`src/rtl/txr_pkg.sv`:
```
// Shared widths and descriptor type for the transmit ring block.
// Assumes handles, pools and lengths are fixed-width opaque values.
package txr_pkg;
    parameter int HANDLE_W = 16;
    parameter int POOL_W   = 2;
    parameter int LEN_W    = 11;

    typedef struct packed {
        logic [HANDLE_W-1:0] handle;
        logic [POOL_W-1:0]   pool;
        logic [LEN_W-1:0]    len;
    } txr_desc_t;

    localparam int DESC_W = $bits(txr_desc_t);
endpackage

```
`src/rtl/txr_fifo.sv`:
```
// Circular first-in first-out store, used for both the descriptor ring
// and the hold queue. Push and pop may coincide, even when full.
// Assumes the caller never pushes into a full store without popping.
module txr_fifo #(
    parameter int DEPTH = 4,
    parameter int WIDTH = 8
) (
    input  logic                          clk,
    input  logic                          rst_n,
    input  logic                          push,
    input  logic [WIDTH-1:0]              push_data,
    input  logic                          pop,
    output logic [WIDTH-1:0]              head,
    output logic [$clog2(DEPTH+1)-1:0]    count
);
    localparam int PW = (DEPTH > 1) ? $clog2(DEPTH) : 1;
    localparam int CW = $clog2(DEPTH + 1);
    localparam logic [PW-1:0] LAST = PW'(DEPTH - 1);
    localparam logic [CW-1:0] FULL = CW'(DEPTH);

    logic [WIDTH-1:0] mem [DEPTH];
    logic [PW-1:0]    rd_ptr, wr_ptr;
    logic [CW-1:0]    cnt;
    logic             do_pop, do_push;

    assign do_pop  = pop & (cnt != '0);
    assign do_push = push & ((cnt != FULL) | do_pop);
    assign head    = mem[rd_ptr];
    assign count   = cnt;

    // Store pushed entries at the write pointer.
    always_ff @(posedge clk) begin
        if (do_push) mem[wr_ptr] <= push_data;
    end

    // Advance pointers and occupancy.
    always_ff @(posedge clk) begin
        if (!rst_n) begin
            rd_ptr <= '0;
            wr_ptr <= '0;
            cnt    <= '0;
        end else begin
            if (do_pop)  rd_ptr <= (rd_ptr == LAST) ? '0 : rd_ptr + PW'(1);
            if (do_push) wr_ptr <= (wr_ptr == LAST) ? '0 : wr_ptr + PW'(1);
            cnt <= cnt + CW'(do_push) - CW'(do_pop);
        end
    end

    p_push_room_r3: assert property (@(posedge clk) disable iff (!rst_n)
        push |-> ((cnt != FULL) || pop))
        else $error("push into full store");

    p_pop_nonempty_r9: assert property (@(posedge clk) disable iff (!rst_n)
        pop |-> (cnt != '0))
        else $error("pop from empty store");
endmodule

```
`src/rtl/txr_return.sv`:
```
// Registers the retired descriptor into a one-cycle interrupt and
// buffer-return strobe. Assumes fire is asserted only for a real retire.
module txr_return import txr_pkg::*; (
    input  logic                clk,
    input  logic                rst_n,
    input  logic                fire,
    input  txr_desc_t           retired,
    output logic                irq,
    output logic                ret_valid,
    output logic [HANDLE_W-1:0] ret_handle,
    output logic [POOL_W-1:0]   ret_pool
);
    // Capture the retiring descriptor and pulse the strobe for one cycle.
    always_ff @(posedge clk) begin
        if (!rst_n) begin
            irq        <= 1'b0;
            ret_valid  <= 1'b0;
            ret_handle <= '0;
            ret_pool   <= '0;
        end else begin
            irq       <= fire;
            ret_valid <= fire;
            if (fire) begin
                ret_handle <= retired.handle;
                ret_pool   <= retired.pool;
            end
        end
    end
endmodule

```
`src/rtl/txr_drop_ctr.sv`:
```
// Wrapping counter of discarded packets. Assumes one drop per cycle at most.
module txr_drop_ctr #(
    parameter int DROP_W = 16
) (
    input  logic              clk,
    input  logic              rst_n,
    input  logic              drop,
    output logic [DROP_W-1:0] count
);
    // Count discards.
    always_ff @(posedge clk) begin
        if (!rst_n)    count <= '0;
        else if (drop) count <= count + DROP_W'(1);
    end
endmodule

```
`src/rtl/txr_ring_hold.sv`:
```
// Transmit descriptor ring with an in-order overflow hold queue.
// Per cycle the order is: retire the presented descriptor, refill the
// ring from the hold queue, then place the new packet (ring, hold or drop).
// Assumes tx_done refers to the descriptor presented in the same cycle.
module txr_ring_hold import txr_pkg::*; #(
    parameter int RING_DEPTH = 4,
    parameter int HOLD_DEPTH = 8,
    parameter int DROP_W     = 16
) (
    input  logic                              clk,
    input  logic                              rst_n,
    input  logic                              enq_valid,
    input  logic [HANDLE_W-1:0]               enq_handle,
    input  logic [POOL_W-1:0]                 enq_pool,
    input  logic [LEN_W-1:0]                  enq_len,
    input  logic                              tx_done,
    output logic                              desc_valid,
    output logic [HANDLE_W-1:0]               desc_handle,
    output logic [POOL_W-1:0]                 desc_pool,
    output logic [LEN_W-1:0]                  desc_len,
    output logic                              tx_irq,
    output logic                              ret_valid,
    output logic [HANDLE_W-1:0]               ret_handle,
    output logic [POOL_W-1:0]                 ret_pool,
    output logic [$clog2(RING_DEPTH+1)-1:0]   tx_count,
    output logic [DROP_W-1:0]                 drop_count
);
    localparam int RCW = $clog2(RING_DEPTH + 1);
    localparam int HCW = $clog2(HOLD_DEPTH + 1);
    localparam logic [RCW-1:0] RING_FULL = RCW'(RING_DEPTH);
    localparam logic [HCW-1:0] HOLD_FULL = HCW'(HOLD_DEPTH);

    txr_desc_t      enq_desc, ring_head, hold_head, ring_wdata;
    logic [RCW-1:0] ring_cnt;
    logic [HCW-1:0] hold_cnt;
    logic           retire, ring_free, refill, to_ring, to_hold, drop;

    assign enq_desc = '{handle: enq_handle, pool: enq_pool, len: enq_len};

    // Placement decision: completion first, then refill, then new packet.
    always_comb begin
        retire     = tx_done & (ring_cnt != '0);
        ring_free  = (ring_cnt != RING_FULL) | retire;
        refill     = (hold_cnt != '0) & ring_free;
        to_ring    = enq_valid & (hold_cnt == '0) & ring_free;
        to_hold    = enq_valid & ~to_ring &
                     ((hold_cnt != HOLD_FULL) | refill);
        drop       = enq_valid & ~to_ring & ~to_hold;
        ring_wdata = refill ? hold_head : enq_desc;
    end

    txr_fifo #(.DEPTH(RING_DEPTH), .WIDTH(DESC_W)) u_ring (
        .clk(clk), .rst_n(rst_n),
        .push(refill | to_ring), .push_data(ring_wdata),
        .pop(retire), .head(ring_head), .count(ring_cnt)
    );

    txr_fifo #(.DEPTH(HOLD_DEPTH), .WIDTH(DESC_W)) u_hold (
        .clk(clk), .rst_n(rst_n),
        .push(to_hold), .push_data(enq_desc),
        .pop(refill), .head(hold_head), .count(hold_cnt)
    );

    txr_return u_ret (
        .clk(clk), .rst_n(rst_n), .fire(retire), .retired(ring_head),
        .irq(tx_irq), .ret_valid(ret_valid),
        .ret_handle(ret_handle), .ret_pool(ret_pool)
    );

    txr_drop_ctr #(.DROP_W(DROP_W)) u_drop (
        .clk(clk), .rst_n(rst_n), .drop(drop), .count(drop_count)
    );

    assign desc_valid  = (ring_cnt != '0);
    assign desc_handle = ring_head.handle;
    assign desc_pool   = ring_head.pool;
    assign desc_len    = ring_head.len;
    assign tx_count    = ring_cnt;

    p_hold_needs_full_ring_r4: assert property (@(posedge clk) disable iff (!rst_n)
        (hold_cnt != '0) |-> (ring_cnt == RING_FULL))
        else $error("packet held while ring has room");

    p_irq_follows_done_r6: assert property (@(posedge clk) disable iff (!rst_n)
        (tx_done && desc_valid) |=> (tx_irq && ret_valid))
        else $error("completion without interrupt");

    p_irq_has_cause_r9: assert property (@(posedge clk) disable iff (!rst_n)
        tx_irq |-> $past(tx_done && (ring_cnt != '0)))
        else $error("interrupt without completion");

    p_drop_cause_r5: assert property (@(posedge clk) disable iff (!rst_n)
        (drop_count != $past(drop_count)) |-> $past(enq_valid && (hold_cnt == HOLD_FULL)))
        else $error("drop while hold queue had room");

    p_count_bound_r11: assert property (@(posedge clk) disable iff (!rst_n)
        tx_count <= RING_FULL)
        else $error("ring count out of range");
endmodule

```
`config.mk`:
```
export PLATFORM = sky130hd
export DESIGN_NAME = txr_ring_hold
export DESIGN_NICKNAME = d
export VERILOG_FILES = /design/src/rtl/txr_pkg.sv /design/src/rtl/txr_fifo.sv /design/src/rtl/txr_return.sv /design/src/rtl/txr_drop_ctr.sv /design/src/rtl/txr_ring_hold.sv
export SDC_FILE = /design/constraint.sdc
export NUM_CORES = 1
export LEC_CHECK = 0
export CORE_MARGIN = 2
export CORE_UTILIZATION = 29
export CTS_CLUSTER_SIZE = 16
export DETAILED_ROUTE_END_ITERATION = 12
export DONT_BUFFER_PORTS = 1
export PLACE_DENSITY = 0.47
export SETUP_SLACK_MARGIN = 0.3
export SLEW_MARGIN = 20
export SYNTH_ARGS = -nofsm -noshare
export SYNTH_HDL_FRONTEND = slang
export SYNTH_SLANG_ARGS = --single-unit
```
`constraint.sdc`:
```
create_clock -name clk -period 5.71 [get_ports clk]
set_clock_uncertainty 0.05 [all_clocks]
set_input_delay 0.8565 -clock clk [delete_from_list [all_inputs] [get_ports clk]]
set_output_delay 0.8565 -clock clk [all_outputs]
set_load 0.01 [all_outputs]
```
Word level (Yosys, flattened, before mapping) --
Memories as Yosys holds them, arrays and structs flattened. A register that Yosys moved wholly into a read port is not among the register bits. Cells that the tools add are included.
Operators by class: reduce and logical (&&, ||, !) cells 3, eq/ne operators 6, bitwise gates (word level) 18, multiplexer cells 13, $add $sub $neg 9
Operators with widths (number):
- 29-bit 2-to-1 mux | 1
- 16-bit by 1-bit adder with 16-bit output, second input constant | 1
- 3-bit 2-to-1 mux | 4
- 1-bit bitwise AND | 11
- 2-bit 2-to-1 mux | 4
- 3-bit by 1-bit adder with 3-bit output, second input constant | 2
- 3-bit == test, second input constant | 2
- 1-bit OR | 5
- 2-bit by 1-bit adder with 2-bit output, second input constant | 2
- 4-bit by 1-bit adder with 4-bit output | 1
- 2-bit == test, second input constant | 2
- 4-bit zero test | 1
- 1-bit 2-to-1 mux | 4
- 4-bit inequality test, second input constant | 1
- 4-bit nonzero test | 1
- 4-bit by 1-bit subtractor with 4-bit output | 1
- 3-bit by 1-bit adder with 3-bit output | 1
- 3-bit inequality test, second input constant | 1
- 3-bit nonzero test | 1
- 3-bit by 1-bit subtractor with 3-bit output | 1
- 1-bit NOT | 2
Storage, ports and cells: bits in registers 52, output and inout bits 69, bits in writable memories 348, memories 2, input port bits 33
Memory list:
- u_hold.mem | depth 8, width 29, read ports 1, clocked after memory_dff 1, wr ports 1, line txr_fifo.sv:21 | logic [WIDTH-1:0] mem [DEPTH];
- u_ring.mem | depth 4, width 29, read ports 1, clocked after memory_dff 1, wr ports 1, line txr_fifo.sv:21

Longest topological paths before layout --
Gate-level depths: netlist of run 1.
depth in word-level cells 10, gate-level depth with buffers 12, gate-level depth less buffers 11

Modules after synthesis --
From an unflattened synthesis of run 1, not the netlist that was laid out.
Second synthesis, totals: cells, all modules 809, area total of the unflattened synthesis 16265.6 µm²
Modules (own cells, without submodules):
- txr_fifo (u_hold) | cells an instance 422, area an instance 9589.2 µm², instances 1
- txr_fifo (u_ring) | cells an instance 201, area an instance 4645.7 µm², instances 1
- txr_drop_ctr | cells an instance 83, area an instance 744.5 µm², instances 1
- txr_return | cells an instance 60, area an instance 723.2 µm², instances 1
- txr_ring_hold | cells an instance 43, area an instance 563.0 µm², instances 1

Worst setup path before layout of run 1 --
OpenSTA, ideal clock, no wires.
path kind input port to flip-flop, start point in tx_done, end point mem u_hold.mem[4][0] (netlist bit) (enable), data arrival time 4.859 ns, stages on the path 4, setup slack 0.303 ns, library setup time 0.498 ns, cell sequence nor4b_4 mux2i_1 nand2_1 nor4b_1
Between the ends: longest elaborated chain between the ends 9
RTL lines:
- start, declared | line txr_ring_hold.sv:16 | input logic tx_done,
- 1-bit bitwise AND * | line txr_ring_hold.sv:42 | retire = tx_done & (ring_cnt != '0);
- 1-bit OR * | line txr_ring_hold.sv:43 | ring_free = (ring_cnt != RING_FULL) | retire;
- 1-bit bitwise AND | line txr_ring_hold.sv:45 | to_ring = enq_valid & (hold_cnt == '0) & ring_free;
- 1-bit NOT | line txr_ring_hold.sv:46 | to_hold = enq_valid & ~to_ring &
- 1-bit bitwise AND (2 in a row) | line txr_ring_hold.sv:46
- 1-bit bitwise AND * | line txr_fifo.sv:27 | assign do_push = push & ((cnt != FULL) | do_pop);
- 1-bit 2-to-1 mux * | line txr_fifo.sv:33 | if (do_push) mem[wr_ptr] <= push_data;
- 1-bit 2-to-1 mux (implied by the code) * | line txr_fifo.sv:33
- end, declared | line txr_fifo.sv:21
Every way passes the cells marked *; elsewhere a longest branch is shown, timed or not.

Final worst setup path of run 1 --
start point reg u_ring.cnt[0] (netlist: u_ring.count[0]), end point reg u_ring.cnt[2] (netlist: u_ring.count[2])
Between the ends: longest elaborated chain between the ends 8
RTL lines:
- start, declared | line txr_fifo.sv:23 | logic [CW-1:0] cnt;
- start signal, assigned | line txr_fifo.sv:45 | cnt <= cnt + CW'(do_push) - CW'(do_pop);
- 3-bit nonzero test *
- named net desc_valid | line txr_ring_hold.sv:17 | output logic desc_valid,
- 1-bit bitwise AND | line txr_ring_hold.sv:42
- 1-bit OR | line txr_ring_hold.sv:43
- 1-bit bitwise AND, on equally long branches | line txr_ring_hold.sv:44, txr_ring_hold.sv:45
- 1-bit OR | line txr_ring_hold.sv:54 | .push(refill | to_ring), .push_data(ring_wdata),
- 1-bit bitwise AND | line txr_fifo.sv:27
- 3-bit by 1-bit adder with 3-bit output | line txr_fifo.sv:45
- 3-bit by 1-bit subtractor with 3-bit output * | line txr_fifo.sv:45
Mark *: on every way through the listed nets, which the timed path passes. The rest lies on a longest branch. A chain may end at the register's enable or synchronous reset.

==> reports/summary.txt, run 1 <==
Crit path DAT - 4.26 ns
Post-detailed-routing wire length - 33500 um
First-pass GRT wire length - 50800 um
R2R Path End - u_ring.count[2]$_SDFF_PN0_
Routed WL per cell - 20.9 um
Worst path required time - 6.10 ns
Headroom to the max-slew limit - 35.0%
Post-Synth Simple-Gate Area - 4.52%
Status - complete, no violations
Post-CTS Setup Bufs - 0
Input/output buffers - 0
Mapped Cells - 844
CP bufs+invs - 3
Pin count of the biggest net entering global routing - 44
# IOs - 102
Drt drc - 0
RSZ-0062 raised after global routing - no
FF-to-FF setup slack - 1.84 ns
Hold buffer count at cts - 0
Synthesized flop and latch total - 405
Clock Sinks - 405
Routability congestion estimate - 0.694
Syn avg cell area - 18.5 um^2
FF-to-FF Start - u_ring.count[0]$_SDFF_PN0_
Register area share after synthesis - 74.3%
Most common cell after layout, fill and taps aside - edfxtp_1
Number of vias in the routed layout - 7419
HP Start - enq_handle[6]
Overflow after GRT - 0
Non-Filler Instances - 1598
Area of the multi-input gates - 3830 um^2
Leading cell types in the layout, fill and taps excluded - edfxtp_1, mux4_2, a21oi_1, dfxtp_1, nand2_1
Initial DRC count - 497
Ys async rst share - 0%
Clock buffer count from CTS - 45
Reg clk slew, reported paths - 0.06 ns
Pwr Density - 510 nW/um^2
Bufs on Longest Clock Path - 3
Core ar. - 53500 um^2
Endpoint, Worst Hold - u_hold.mem[2][19]$_DFFE_PP_
Final setup vio count - 0
Fraction of the mapped netlist area in adder cells - 1.70%
Vias in the first global route - 7708
Final TNS setup - 0 ns
Compound-Gate Fraction of Synth Area - 2.65%
Initial antenna violation count - 0
Syn-to-layout area delta - 14.5%
Crit start category - register
Drt pass-1 iters - 4
DPL Wire Length - 19600 um
Most frequent CP cell - inv_1
Post-Place Setup Slack - 1.77 ns
Tmin final - 3.87 ns
Setup Crit Path Kind - register to register
CTS tree - built
Clock latency on the worst-skew pair - 0.57 ns
Die area - 55700 um^2
Tcrit/Tclk final - 67.7%
Nets - 922
Root buf cell - clkbuf_16
DR vias/cell - 4.64
H-Tree Depth - 2
Max-Cap Viols - 0
Hold Path Class - input pin to register
Critical path's largest stage delay - 0.74 ns
Post-CTS sizing - 0
CP top delay family - simple AND/OR/NAND/NOR gates
Worst Max-Slew Pin Slew - 0.973 ns
Static leakage - 5.56 nW
Die Height - 236 um
DIE WIDTH - 236 um
FF+latch area - 11600 um^2
Synth Net Count - 897
Layout cells sized above 1 - 19.8%
Design area - 17900 um^2
Fin worst setup slack - 1.84 ns
Most used DFF post-synth - edfxtp_1
Placed cells - 1517
Max frequency - 259 MHz
Number of synthesized flops with an enable pin - 348
Worst Hold Depth - 0
Proportion of synthesized area in mux cells - 14.9%
Syn. warnings - 0
Filler instances - 5051
Fin. Hold Viols - 0
Cell area after synthesis - 15600 um^2
Pins Over Slew Limit - 0
Routed Antenna Nets - 0
CP Cell Sequence - or3_1, nand2_1, inv_1, ha_1, inv_1, ha_1, inv_1, fa_1, xor2_1, xnor2_1, nor2_1
Worst path slowest cell - nand2_1
Num rows - 85
Initial Utilization - 29.2%
CP max FO - 23
Worst Reg-to-Reg Cells - 11
WHS - 0.335 ns
GRT Util Overall - 12.2%
Crit. End Element - register
Largest family of logic cells by synthesized area - multiplexers
Synth cell types - 33
Placed cell areas - 16500 um^2
VDD IR max - 0.236 mV
Synth Area in XOR/XNOR - 0.393%
layer usage:
| metal | vias to the layer above | routed length [um] | global-route usage [%] | share of wire (%) |
|---|---|---|---|---|
| met5 | - | 0 | 0 | 0 |
| met4 | 0 | 788 | 4.13 | 2.4 |
| met3 | 53 | 2180 | 3.43 | 6.5 |
| met2 | 144 | 15700 | 19.9 | 47 |
| met1 | 3842 | 14800 | 15.7 | 44 |
| li1 | 3380 | - | - | - |
flip-flops by register name, indices dropped and copies added (netlist names), named ones only:
name and cells:
u_ret.ret_valid 1, u_hold.mem 232, u_ret.ret_handle 16, u_hold.wr_ptr 3, u_ring.mem 116, u_ring.rd_ptr 2
u_hold.rd_ptr 3, u_ret.ret_pool 2, u_ring.wr_ptr 2, u_ring.count 3, u_hold.count 4, u_drop.count 16
synth_stat cells (3+ instances only):
library cell / instances / area, um^2
a21oi_1: 66 / 330
and2_1: 9 / 56.3
buf_1: 6 / 22.5
buf_2: 10 / 50.1
clkbuf_1: 25 / 93.8
dfxtp_1: 57 / 1140
edfxtp_1: 348 / 10500
ha_1: 18 / 225
inv_1: 18 / 67.6
mux2i_1: 36 / 360
mux4_2: 87 / 1960
nand2_1: 49 / 184
nand3_1: 9 / 45.0
nand4_1: 5 / 31.3
nor2_1: 47 / 176
nor3b_1: 4 / 30.0
o21ai_0: 12 / 60.1
or3_1: 11 / 68.8
or4_1: 3 / 22.5
xnor2_1: 3 / 26.3
xor2_1: 4 / 35.0
cell families (layout without fill, tap and decap cells):
| family | after synthesis | count (layout) |
|---|---|---|
| AOI/OAI and AO/OA | 81 | 81 |
| adders and majority gates | 20 | 20 |
| and+or+nand+nor | 147 | 147 |
| muxes | 124 | 124 |
| xor gates and xnor gates | 7 | 7 |
| other | 0 | 1 |
| DFF | 405 | 405 |
| buffers and inverters | 60 | 117 |
power by group:
group	internal, mW	leakage, nW	total, mW	switching, mW
clock	1.53	0.650	2.65	1.12
combinational	0.854	1.27	2.14	1.29
sequential	4.02	3.64	4.32	0.293
worst max-delay path by stage:
stage / startpoint / end / cells after the start
floorplan: tx_done / u_hold.mem[4][0]$_DFFE_PP_ / 4
global placement: u_ring.count[0]$_SDFF_PN0_ / u_ring.count[2]$_SDFF_PN0_ / 11
detailed placement: u_ring.count[0]$_SDFF_PN0_ / u_ring.count[2]$_SDFF_PN0_ / 11
CTS: u_ring.count[0]$_SDFF_PN0_ / u_ring.count[2]$_SDFF_PN0_ / 11
global route: u_ring.count[0]$_SDFF_PN0_ / u_ring.count[2]$_SDFF_PN0_ / 11
finish: u_ring.count[0]$_SDFF_PN0_ / u_ring.count[2]$_SDFF_PN0_ / 11
layout make-up:
| class | count | area share, % |
|---|---|---|
| sequential | 405 | 64.9 |
| clock buffer | 63 | 7.03 |
| multi-input combinational | 379 | 21.4 |
| tap | 696 | 4.87 |
| clock inverter | 16 | 0.441 |
| timing repair buffer | 20 | 0.952 |
| inverter | 18 | 0.378 |
| antenna | 1 | 0.0140 |
per-stage QoR:
step,utilization [%],power [mW]
6_report,33.4,9.11
5_1_grt,33.4,9.63
4_1_cts,33.4,9.30
3_5_place_dp,30.9,6.61
3_3_place_gp,30.9,6.58
2_1_floorplan,-,5.88
Note: power is estimated with default switching activity, not from simulation.
==> run 2, diff against run 1 <==
==> constraint.sdc (replaced) <==
create_clock -name clk -period 3.2 [get_ports clk]
set_clock_uncertainty 0.05 [all_clocks]
set_input_delay 0.48 -clock clk [delete_from_list [all_inputs] [get_ports clk]]
set_output_delay 0.48 -clock clk [all_outputs]
set_load 0.01 [all_outputs]
==> run 2 against run 1 <==
Effect of this change: worst setup slack lost 1.3 ns; clock-buffer cell count shrank 10; flip-flop and latch count is the same; worst hold slack lost 0.28 ns; total power grew 81%; routed wire length grew 3.5%; cell count grew 2.3%; combinational power grew 97%; global-route usage grew 0.35 points; fmax grew 46%; critical path type unchanged.
==> reports/summary.txt, run 2 (synthesis results as in run 1) <==
Crit start category - register (unchanged)
Nets - 960 (was 922)
Initial DRC count - 570 (was 497)
# IOs - 102 (unchanged)
Die area - 55700 um^2 (unchanged)
Input/output buffers - 0 (unchanged)
Tmin final - 2.65 ns (was 3.87 ns)
Drt pass-1 iters - 4 (unchanged)
Routed WL per cell - 21.2 um (was 20.9 um)
Critical path's largest stage delay - 0.41 ns (was 0.74 ns)
Worst Setup EP - u_hold.count[2]$_SDFF_PN0_ (was u_ring.count[2]$_SDFF_PN0_)
Vias in the first global route - 7945 (was 7708)
First-pass GRT wire length - 52200 um (was 50800 um)
Final setup vio count - 0 (unchanged)
Leading cell types in the layout, fill and taps excluded - edfxtp_1, mux4_2, a21oi_1, dfxtp_1, nand2_1 (unchanged)
Headroom to the max-slew limit - 57.3% (was 35.0%)
WHS - 0.0568 ns (was 0.335 ns)
Filler instances - 5035 (was 5051)
# diodes - 0 (was 1)
Initial Utilization - 29.2% (unchanged)
CP top delay family - simple AND/OR/NAND/NOR gates (unchanged)
Static leakage - 5.74 nW (was 5.56 nW)
Area of the multi-input gates - 3880 um^2 (was 3830 um^2)
Hold Path Class - input pin to register (unchanged)
CP Depth - 9 (was 11)
Clock buffer count from CTS - 43 (was 45)
Num rows - 85 (unchanged)
Post-detailed-routing wire length - 34600 um (was 33500 um)
Root buf cell - clkbuf_16 (unchanged)
Worst Max-Slew Pin Slew - 0.640 ns (was 0.973 ns)
Design area - 18400 um^2 (was 17900 um^2)
VDD IR max - 0.416 mV (was 0.236 mV)
Routability congestion estimate - 0.702 (was 0.694)
Tcrit/Tclk final - 82.7% (was 67.7%)
FF-to-FF Start - u_ring.count[1]$_SDFF_PN0_ (was u_ring.count[0]$_SDFF_PN0_)
Worst Setup SP - u_ring.count[1]$_SDFF_PN0_ (was u_ring.count[0]$_SDFF_PN0_)
Worst Reg-to-Reg Cells - 9 (was 11)
CP max FO - 5 (was 23)
Bufs on Longest Clock Path - 3 (unchanged)
Crit. End Element - register (unchanged)
Final TNS setup - 0 ns (unchanged)
H-Tree Depth - 2 (unchanged)
Drt drc - 0 (unchanged)
Fin. Hold Viols - 0 (unchanged)
Largest register by flop count - u_hold.mem (unchanged)
Top flop regs - u_hold.mem x232, u_ring.mem x116 (unchanged)
Placed cell areas - 16700 um^2 (was 16500 um^2)
Syn-to-layout area delta - 17.6% (was 14.5%)
Clock latency on the worst-skew pair - 0.55 ns (was 0.57 ns)
Core ar. - 53500 um^2 (unchanged)
Max frequency - 378 MHz (was 259 MHz)
Most frequent CP cell - inv_1 (unchanged)
FF-to-FF setup slack - 0.55 ns (was 1.84 ns)
CP Cell Sequence - nor4b_4, mux2i_2, nand2_1, inv_1, ha_1, inv_1, fa_1, xor2_1, nor2_1 (was or3_1, nand2_1, inv_1, ha_1, inv_1, ha_1, inv_1, fa_1, xor2_1, xnor2_1, nor2_1)
Reg clk slew, reported paths - 0.06 ns (about the same)
Pin count of the biggest net entering global routing - 62 (was 44)
DR vias/cell - 4.63 (was 4.64)
CP bufs+invs - 2 (was 3)
Worst path slowest cell - dfxtp_1 (was nand2_1)
Crit path DAT - 3.02 ns (was 4.26 ns)
Pwr Density - 896 nW/um^2 (was 510 nW/um^2)
Pins Over Slew Limit - 0 (unchanged)
DIE WIDTH - 236 um (unchanged)
Layout cells sized above 1 - 20.6% (was 19.8%)
Die Height - 236 um (unchanged)
GRT Util Overall - 12.6% (was 12.2%)
Routed Antenna Nets - 0 (unchanged)
Initial antenna violation count - 1 (was 0)
DPL Wire Length - 20600 um (was 19600 um)
Number of vias in the routed layout - 7573 (was 7419)
Max FFs per register - 232 (unchanged)
Max-Cap Viols - 0 (unchanged)
FF+latch area - 11600 um^2 (unchanged)
Setup Crit Path Kind - register to register (unchanged)
Worst path required time - 3.57 ns (was 6.10 ns)
Status - complete, no violations (unchanged)
Clock Sinks - 405 (unchanged)
CTS tree - built (unchanged)
Most common cell after layout, fill and taps aside - edfxtp_1 (unchanged)
Overflow after GRT - 0 (unchanged)
RSZ-0062 raised after global routing - no (unchanged)
Post-CTS Setup Bufs - 0 (unchanged)
R2R Path End - u_hold.count[2]$_SDFF_PN0_ (was u_ring.count[2]$_SDFF_PN0_)
-- run 2: cell types whose count changed in the layout (fill, tap and decap cells not counted), sizes merged --
cell	change
clkinv	+1
dlygate4sd3	+31
clkinvlp	+4
clkbuf	-10
buf	+9
diode	-1
bufinv	+2
-- run 2: metrics by stage --
stage | power [mW] | worst slack, ns | cells | utilization [%]
global route | 17.3 | 0.371 | 1634 | 34.3
floorplan | 10.5 | 0.0249 | 844 | -
finish | 16.4 | 0.553 | 1634 | 34.3
global placement | 11.9 | 0.455 | 1527 | 31.3
CTS | 16.8 | 0.459 | 1634 | 34.3
detailed placement | 12.0 | 0.470 | 1527 | 31.3
-- run 2: layout make-up --
cell class                      count  area share [%]
Clock buffer                       53            6.12
Timing Repair Buffer               60            3.49
Sequential cell                   405            63.2
Inverter                           18           0.368
Multi-Input combinational cell    379            21.2
Clock inverter                     23           0.927
Tap cell                          696            4.74
-- run 2: what timing repair did --
action,4_1_cts,5_1_grt
resized for setup,0,1
hold buffers,31,0
endpoints found under the setup margin,0,1
hold endpoints to repair,236,0
-- run 2: metal layers --
layer / up-vias / GRT usage [%] / wire length [um]
li1: 3461 / - / -
met1: 3912 / 17.2 / 16000
met2: 151 / 19.6 / 15800
met3: 49 / 3.53 / 2020
met4: 0 / 3.59 / 767
met5: - / 0 / 0
-- run 2: power by group --
part	internal, mW	switching [mW]	total, mW
combinational	1.68	2.54	4.22
clock	2.65	1.98	4.64
sequential	7.17	0.420	7.59
-- run 2: worst min-delay path by stage --
stage | start | slack, ns | depth (start not counted) | to
floorplan | u_ring.rd_ptr[1]$_SDFFE_PN0P_ | 0.40 | 2 | register
global placement | u_ring.rd_ptr[1]$_SDFFE_PN0P_ | 0.42 | 2 | u_ring.rd_ptr[1]$_SDFFE_PN0P_
detailed placement | u_ring.rd_ptr[1]$_SDFFE_PN0P_ | 0.42 | 2 | register
CTS | enq_valid | 0.02 | 2 | u_hold.wr_ptr[1]$_SDFFE_PN0P_
global route | enq_valid | 0.01 | 2 | u_hold.wr_ptr[1]$_SDFFE_PN0P_
finish | enq_valid | 0.06 | 2 | u_hold.wr_ptr[1]$_SDFFE_PN0P_
==> run 3, diff against run 2 <==
==> constraint.sdc (replaced) <==
create_clock -name clk -period 2.3 [get_ports clk]
set_clock_uncertainty 0.05 [all_clocks]
set_input_delay 0.345 -clock clk [delete_from_list [all_inputs] [get_ports clk]]
set_output_delay 0.345 -clock clk [all_outputs]
set_load 0.01 [all_outputs]
==> run 3 against run 2 <==
Effect of this change: via count grew 11%; worst setup slack worse by 0.55 ns; total power grew 61%; critical path type unchanged.
==> reports/summary.txt, run 3 (synthesis results as in run 1) <==
GRT Util Overall - 14.6% (was 12.6%)
Max frequency - 436 MHz (was 378 MHz)
H-Tree Depth - 2 (unchanged)
RSZ-0062 raised after global routing - yes (was no)
Bufs on Longest Clock Path - 3 (unchanged)
Filler instances - 4796 (was 5035)
Headroom to the max-slew limit - 59.6% (was 57.3%)
Placed cell areas - 17100 um^2 (was 16700 um^2)
Crit. End Element - register (unchanged)
Root buf cell - clkbuf_16 (unchanged)
Reg clk slew, reported paths - 0.06 ns (about the same)
Worst Reg-to-Reg Cells - 11 (was 9)
Final setup vio count - 0 (unchanged)
Worst Setup SP - u_hold.count[3]$_SDFF_PN0_ (was u_ring.count[1]$_SDFF_PN0_)
Layout cells sized above 1 - 37.2% (was 20.6%)
First-pass GRT wire length - 59200 um (was 52200 um)
Most common cell after layout, fill and taps aside - edfxtp_1 (unchanged)
DR vias/cell - 4.80 (was 4.63)
Post-Place Setup Slack - -0.0504 ns (was 0.470 ns)
Nets - 1069 (was 960)
Max FFs per register - 232 (unchanged)
Num rows - 85 (unchanged)
Fin worst setup slack - 0.00396 ns (was 0.553 ns)
Pwr Density - 1270 nW/um^2 (was 896 nW/um^2)
Routability congestion estimate - 0.690 (was 0.702)
Vias in the first global route - 8555 (was 7945)
Static leakage - 6.72 nW (was 5.74 nW)
Final Power - 26.4 mW (was 16.4 mW)
Placed cells - 1557 (was 1527)
Routed Antenna Nets - 0 (unchanged)
Number of vias in the routed layout - 8369 (was 7573)
Worst Setup EP - u_hold.mem[4][27]$_DFFE_PP_ (was u_hold.count[2]$_SDFF_PN0_)
Non-Filler Instances - 1745 (was 1634)
Overflow after GRT - 0 (unchanged)
Initial Utilization - 29.2% (unchanged)
Drt pass-1 iters - 5 (was 4)
R2R Path End - u_hold.mem[4][27]$_DFFE_PP_ (was u_hold.count[2]$_SDFF_PN0_)
Core ar. - 53500 um^2 (unchanged)
Final Util - 38.8% (was 34.3%)
Clock Sinks - 405 (unchanged)
WHS - 0.0206 ns (was 0.0568 ns)
Crit path DAT - 2.53 ns (was 3.02 ns)
Area of the multi-input gates - 4310 um^2 (was 3880 um^2)
Clock latency on the worst-skew pair - 0.57 ns (was 0.55 ns)
DIE WIDTH - 236 um (unchanged)
Design area - 20700 um^2 (was 18400 um^2)
Hold Path Class - input pin to register (unchanged)
CP max FO - 7 (was 5)
Leading cell types in the layout, fill and taps excluded - edfxtp_1, mux4_2, clkbuf_16, dfxtp_1, nand2_1 (was edfxtp_1, mux4_2, a21oi_1, dfxtp_1, nand2_1)
Die area - 55700 um^2 (unchanged)
Tcrit/Tclk final - 99.8% (was 82.7%)
Clock buffer count from CTS - 43 (unchanged)
Post-detailed-routing wire length - 43300 um (was 34600 um)
Tmin final - 2.30 ns (was 2.65 ns)
Pins Over Slew Limit - 0 (unchanged)
Worst path required time - 2.53 ns (was 3.57 ns)
Initial antenna violation count - 0 (was 1)
Pin count of the biggest net entering global routing - 50 (was 62)
Die Height - 236 um (unchanged)
Final TNS setup - 0 ns (unchanged)
FF+latch area - 11600 um^2 (about the same)
Input/output buffers - 0 (unchanged)
CTS tree - built (unchanged)
Drt drc - 0 (unchanged)
Fin. Hold Viols - 0 (unchanged)
Crit start category - register (unchanged)
Top flop regs - u_hold.mem x232, u_ring.mem x116 (unchanged)
FF-to-FF setup slack - 0.004 ns (was 0.55 ns)
Worst Max-Slew Pin Slew - 0.607 ns (was 0.640 ns)
Routed WL per cell - 24.8 um (was 21.2 um)
FF-to-FF Start - u_hold.count[3]$_SDFF_PN0_ (was u_ring.count[1]$_SDFF_PN0_)
Initial DRC count - 686 (was 570)
Setup Crit Path Kind - register to register (unchanged)
VDD IR max - 0.542 mV (was 0.416 mV)
DPL Wire Length - 21700 um (was 20600 um)
Status - complete, no violations (unchanged)
# IOs - 102 (unchanged)
Syn-to-layout area delta - 32.9% (was 17.6%)
Largest register by flop count - u_hold.mem (unchanged)
Max-Cap Viols - 0 (unchanged)
## run 3: changes by cell type in the layout (fill, tap and decap cells not counted), sizes merged
cell and delta:
buf +95, clkbuf +19, clkinv -3, clkinvlp -4, diode +2, inv +2
## run 3: where the power goes
| group | internal (mW) | total [mW] | switching (mW) |
|---|---|---|---|
| clock | 3.84 | 6.67 | 2.83 |
| sequential | 9.98 | 10.5 | 0.520 |
| combinational | 4.40 | 9.25 | 4.85 |
| total | 18.2 | 26.4 | 8.20 |
## run 3: timing repair
| item | in CTS | in global routing |
|---|---|---|
| pin swaps | 15 | 30 |
| hold buffers | 31 | 0 |
| gates resized for setup | 75 | 112 |
| setup endpoints to repair | 483 | 505 |
| setup buffers | 28 | 10 |
| hold endpoints to repair | 237 | 0 |
| cloned | 19 | 22 |
## run 3: critical path: stages, from the launching register on
cell	delay [ns]
dfxtp_2	0.33
inv_2	0.03
ha_2	0.16
nor3b_2	0.15
buf_4	0.17
mux2i_4	0.20
nand2_2	0.10
buf_6	0.15
nor4b_4	0.22
buf_6	0.19
buf_12	0.12
buf_16	0.12
## run 3: layer usage
metal  track usage [%]  up-vias  wire length (um)
met2              23.7      206             21000
met1              19.7     4400             19000
met3              3.32       57              2380
met5                 0        -                 0
met4              4.00        0               870
li1                  -     3706                 -
## run 3: cell type report
class                           instances  share of cell area (%)
Multi-Input combinational cell        379                    20.8
Sequential cell                       405                    56.0
Clock inverter                         18                   0.766
Antenna cell                            2                  0.0241
Tap cell                              696                    4.20
Timing Repair Buffer                  169                    12.2
Clock buffer                           58                    5.71
Inverter                               18                   0.386
## run 3: worst min path at each step
stage	from	to	slack (ns)	cells after the start
after floorplan	enq_len[0]	u_hold.mem[0][0]$_DFFE_PP_	0.39	0
after global placement	enq_len[9]	u_hold.mem[5][9]$_DFFE_PP_	0.40	0
after detailed placement	enq_len[9]	u_hold.mem[5][9]$_DFFE_PP_	0.40	0
after CTS	enq_len[8]	u_ring.mem[1][8]$_DFFE_PP_	0.03	2
after global routing	enq_len[1]	u_ring.mem[3][1]$_DFFE_PP_	0.01	2
final	enq_len[1]	u_ring.mem[3][1]$_DFFE_PP_	0.02	2
